[config.mk]
export PLATFORM = sky130hd
export DESIGN_NAME = xp_tag_unit
export DESIGN_NICKNAME = d
export VERILOG_FILES = /design/src/rtl/xp_pkg.sv /design/src/rtl/xp_classify.sv /design/src/rtl/xp_tag_slot.sv /design/src/rtl/xp_tag_dec.sv /design/src/rtl/xp_tag_unit.sv
export SDC_FILE = /design/constraint.sdc
export NUM_CORES = 1
export LEC_CHECK = 0
export BUFFER_PORTS_ARGS = -buffer_cell sky130_fd_sc_hd__buf_2
export CELL_PAD_IN_SITES_DETAIL_PLACEMENT = 0
export CELL_PAD_IN_SITES_GLOBAL_PLACEMENT = 1
export CORE_AREA = 2 2 284 286
export DETAILED_ROUTE_END_ITERATION = 12
export DIE_AREA = 0 0 286 288
export PLACE_DENSITY_LB_ADDON = 0.08
export SYNTH_ARGS = -nofsm -noshare
export SYNTH_HDL_FRONTEND = slang
export SYNTH_SLANG_ARGS = --single-unit
[constraint.sdc]
create_clock -name clk -period 6.9 [get_ports clk]
set_input_delay 1.38 -clock clk [delete_from_list [all_inputs] [get_ports clk]]
set_output_delay 1.38 -clock clk [all_outputs]
set_load 0.02 [all_outputs]
[src/rtl/xp_pkg.sv]
package xp_pkg;

    typedef enum logic [2:0] {
        XC_ZERO   = 3'd0,
        XC_DENORM = 3'd1,
        XC_NORMAL = 3'd2,
        XC_INF    = 3'd3,
        XC_NAN    = 3'd4
    } xclass_e;

    typedef enum logic [1:0] {
        TG_VALID   = 2'b00,
        TG_ZERO    = 2'b01,
        TG_SPECIAL = 2'b10,
        TG_EMPTY   = 2'b11
    } tag_code_e;

endpackage

[src/rtl/xp_classify.sv]
module xp_classify
    import xp_pkg::*;
#(
    parameter int EXP_W = 15,
    parameter int MAN_W = 64
) (
    input  logic [EXP_W+MAN_W:0] val,
    output xclass_e              cls,
    output logic                 sign,
    output logic                 int_clr
);
    localparam logic [EXP_W-1:0] EXP_MAX = {EXP_W{1'b1}};
    localparam logic [MAN_W-1:0] MAN_INF = {1'b1, {(MAN_W-1){1'b0}}};

    logic [EXP_W-1:0] ex;
    logic [MAN_W-1:0] mn;

    assign ex      = val[MAN_W +: EXP_W];
    assign mn      = val[MAN_W-1:0];
    assign sign    = val[EXP_W+MAN_W];
    assign int_clr = ~mn[MAN_W-1];

    always_comb begin
        if (ex == EXP_MAX) begin
            cls = (mn == MAN_INF) ? XC_INF : XC_NAN;
        end else if (ex == '0) begin
            cls = (mn == '0) ? XC_ZERO : XC_DENORM;
        end else begin
            cls = XC_NORMAL;
        end
    end
endmodule

[src/rtl/xp_tag_slot.sv]
module xp_tag_slot
    import xp_pkg::*;
(
    input  xclass_e    cls,
    input  logic       int_clr,
    input  logic       empty,
    output logic [1:0] code
);
    always_comb begin
        if (empty) begin
            code = TG_EMPTY;
        end else begin
            unique case (cls)
                XC_ZERO:   code = TG_ZERO;
                XC_NORMAL: code = int_clr ? TG_SPECIAL : TG_VALID;
                default:   code = TG_SPECIAL;
            endcase
        end
    end
endmodule

[src/rtl/xp_tag_dec.sv]
module xp_tag_dec #(
    parameter int NREG = 8
) (
    input  logic [2*NREG-1:0] tword,
    input  logic [NREG-1:0]   tbyte,
    output logic [NREG-1:0]   empty_w,
    output logic [NREG-1:0]   empty_b
);
    for (genvar i = 0; i < NREG; i++) begin : g_dec
        assign empty_w[i] = (tword[2*i +: 2] == 2'b11);
        assign empty_b[i] = ~tbyte[i];
    end
endmodule

[src/rtl/xp_tag_unit.sv]
module xp_tag_unit
    import xp_pkg::*;
#(
    parameter int NREG    = 8,
    parameter int EXP_W   = 15,
    parameter int MAN_W   = 64,
    parameter bit OUT_REG = 1'b1
) (
    input  logic                           clk,
    input  logic                           rst_n,
    input  logic [NREG*(1+EXP_W+MAN_W)-1:0] reg_vals,
    input  logic [NREG-1:0]                empty_in,
    input  logic [$clog2(NREG)-1:0]        top_ptr,
    input  logic [2*NREG-1:0]              tag_word_in,
    input  logic [NREG-1:0]                tag_byte_in,
    output logic [3:0]                     cc_out,
    output logic [2*NREG-1:0]              tag_word_out,
    output logic [NREG-1:0]                tag_byte_out,
    output logic [NREG-1:0]                empty_word_out,
    output logic [NREG-1:0]                empty_byte_out
);
    localparam int VAL_W = 1 + EXP_W + MAN_W;
    localparam int TW_W  = 2 * NREG;

    typedef struct packed {
        logic [3:0]      cc;
        logic [TW_W-1:0] tword;
        logic [NREG-1:0] tbyte;
        logic [NREG-1:0] ew;
        logic [NREG-1:0] eb;
    } out_t;

    xclass_e         cls_v [NREG];
    logic [NREG-1:0] sign_v;
    logic [NREG-1:0] intclr_v;
    logic [TW_W-1:0] tw_enc;
    logic [NREG-1:0] ew_dec;
    logic [NREG-1:0] eb_dec;
    xclass_e         sel_cls;
    out_t            out_d;
    out_t            out_q;

    for (genvar i = 0; i < NREG; i++) begin : g_reg
        xp_classify #(.EXP_W(EXP_W), .MAN_W(MAN_W)) u_cls (
            .val     (reg_vals[i*VAL_W +: VAL_W]),
            .cls     (cls_v[i]),
            .sign    (sign_v[i]),
            .int_clr (intclr_v[i])
        );
        xp_tag_slot u_slot (
            .cls     (cls_v[i]),
            .int_clr (intclr_v[i]),
            .empty   (empty_in[i]),
            .code    (tw_enc[2*i +: 2])
        );
    end

    xp_tag_dec #(.NREG(NREG)) u_dec (
        .tword   (tag_word_in),
        .tbyte   (tag_byte_in),
        .empty_w (ew_dec),
        .empty_b (eb_dec)
    );

    assign sel_cls = cls_v[top_ptr];

    always_comb begin
        out_d       = '0;
        out_d.cc[1] = sign_v[top_ptr];
        unique case (sel_cls)
            XC_INF:    begin out_d.cc[2] = 1'b1; out_d.cc[0] = 1'b1; end
            XC_NAN:    out_d.cc[0] = 1'b1;
            XC_ZERO:   out_d.cc[3] = 1'b1;
            XC_DENORM: begin out_d.cc[3] = 1'b1; out_d.cc[2] = 1'b1; end
            default:   out_d.cc[2] = 1'b1;
        endcase
        out_d.tword = tw_enc;
        out_d.tbyte = ~empty_in;
        out_d.ew    = ew_dec;
        out_d.eb    = eb_dec;
    end

    if (OUT_REG) begin : g_oreg
        always_ff @(posedge clk) begin
            if (!rst_n) out_q <= '0;
            else        out_q <= out_d;
        end
    end else begin : g_ocomb
        assign out_q = out_d;
    end

    assign cc_out         = out_q.cc;
    assign tag_word_out   = out_q.tword;
    assign tag_byte_out   = out_q.tbyte;
    assign empty_word_out = out_q.ew;
    assign empty_byte_out = out_q.eb;
endmodule

==> flow_summary.ini <==
[synth]
ys.flop_type = dfxtp_1
netlist_instances = 423
yosysUniqueCellTypes = 34
yosysMostFrequentCell = nor4_1
synth_seq_cells = 44
yosys_warnings = 0
synth_area_um2 = 3370
async_flop_share_pct = 0
synth_top_cell_by_area = nor4_1
synth_edf_count = 0
synthTopCellsByCount = nor4_1, nand4_1, dfxtp_1, nor2b_1, nor3_1
ys_seq_area_share_pct = 26.2
synth_nets = 1100
synthTopCellsByArea = nor4_1, dfxtp_1, nand4_1
syn_avg_cell_area_um2 = 7.96
synth_top_area_share_pct = 27.9

[timing]
fin_crit_sh_pct = 58.1
min_period_ps = 4010
rsz0062_at_grt = false
fin_setup_tns_ps = 0
max_freq_mhz = 250
worst_slew_pin_slew_ps = 1020
drv_slew = 0
finalSetupViolCount = 0
relSlewSlack_pct = 32.3
hold_viol_final = 0

[clock_tree]
h-tree-depth = 2
clk_pin_slew_ps = 90
clock_path_buffers = 2
postCtsSetupRepairBufs = 0
cts_tree = yes
cts_made_buffers = 5
clock-root-buffer = clkbuf_16
cts_resized = 0
cts_hold_buf = 0
clock_sinks = 44

[die]
die_area_um2 = 82400
rows = 104
io_pins = 721
die_y_um = 288
die_w_um = 286
start_util_pct = 4.23
core_um2 = 79600

[critical_path]
end_kind = register
critPathMaxStageDelay_ps = 700
crit_buf_inv = 1
crit_slowest_cell = nor4_1
cp.arrival_ps = 4280
worstSetupStartpointType = input pin
path_cells = buf_2, nor4_1, nand4_1, nor4_1, a21boi_0, o22ai_1, nor4_1, or4_1, a21boi_1
crit_path_frequent_cell = nor4_1
required_ps = 7170
cpLargestDelayFamily = simple AND/OR/NAND/NOR gates
setup.worst_path.class = input pin to register
cp-startpoint = reg_vals[561]
worstPathMaxFanout = 3

[drt]
drt.antenna.violating_nets = 0
num_vias = 6636
first_pass_iters = 4
via_per_inst = 3.00
drc = 0
totalWireLength_um = 38100
wl_per_cell_um = 17.3
drt_iter0_drc = 109

[status]
status = completed

[pwr]
ir_drop_v = 0.0000919
p_total_mw = 0.863
leakage_nw = 3.74
p_per_area_nw_per_um2 = 102

[global_route]
grt_max_degree = 45
grt_use_total_pct = 8.68
grt_overflow = 0
grt_pass1_wl_um = 49800
grt_antenna_before_repair = 12
grt_pass1_vias = 7040

[min_path]
min-delay-start = tag_byte_in[7]
min_path_cells = 2
hold_class = input pin to register
min_to = empty_byte_out[7]

[flow_run]
maxCapViolations = 0

[final_layout]
finish.net_count = 1819
area_growth_pct = 150
design_area_um2 = 8440
final_core_util_pct = 10.6
drive_above_1_share_pct = 65.2
fin_cells = 2211

[placed_design]
gp_congestion = 0.867
hpwl_um = 35500
io_buffers = 720
place_area_um2 = 8270
dp.cells = 2195
## cells by family after synthesis
logic type             count (synthesis)  synth area share (%)
buffers and inverters                 11                  1.26
muxes                                  6                  3.27
AOI/OAI and AO/OA                     48                  10.4
and+or+nand+nor                      314                  58.9
DFF                                   44                  26.2
## worst max-delay path by stage
stage / end / slack, ps / cells past startpoint
4_1_cts: cc_out[0] / 2750 / 9
6_report: cc_out[0] / 2890 / 9
2_1_floorplan: cc_out[0] / 3730 / 8
3_3_place_gp: cc_out[0] / 2370 / 9
3_5_place_dp: cc_out[0] / 2380 / 9
5_1_grt: cc_out[0] / 2580 / 9
## per-stage QoR
stage | hold slack [ps] | worst slack (ps)
floorplan | 1450 | 3730
global placement | 1540 | 2370
detailed placement | 1540 | 2380
CTS | 1160 | 2750
global route | 1170 | 2580
finish | 1190 | 2890
## layer usage
metal / track usage (%) / up-vias / share of wire [%]
met1: 9.08 / 2917 / 36
met4: 2.28 / 6 / 1.3
met2: 16.5 / 387 / 53
met3: 2.92 / 25 / 9.9
li1: - / 3301 / -
met5: 0 / - / 0.12
## layout by cell type, fill, tap and decap left out, types with 9 or more instances in the layout
master and n:
nor4_1 150, and3_1 9, nand3_1 12, dfxtp_1 44
nor3_1 16, buf_2 720, nand2_1 11, nor4_2 9
nand4_1 66, nor2b_1 28
## final cells by class
cell class                 count  area [um2]
sequential                    44         881
inverter                       3        11.3
fill                        9440       71200
tap                         1060        1330
clock buffer                   5         125
multi-input combinational    368        2440
antenna                        8        20.0
timing repair buffer         720        3600
clock inverter                 3        23.8
## flip-flops by register name, indices dropped and copies added, names as in the netlist
| name | count |
|---|---|
| cc_out | 4 |
| empty_byte_out | 8 |
| empty_word_out | 8 |
| tag_byte_out | 8 |
| tag_word_out | 16 |
## power breakdown
part | switching [mW] | internal [mW] | leakage [nW] | total [mW]
clock | 0.145 | 0.136 | 0.0661 | 0.281
sequential | 0.00311 | 0.268 | 0.366 | 0.271
combinational | 0.139 | 0.171 | 3.31 | 0.310
Power figures use the tool's default switching activity.
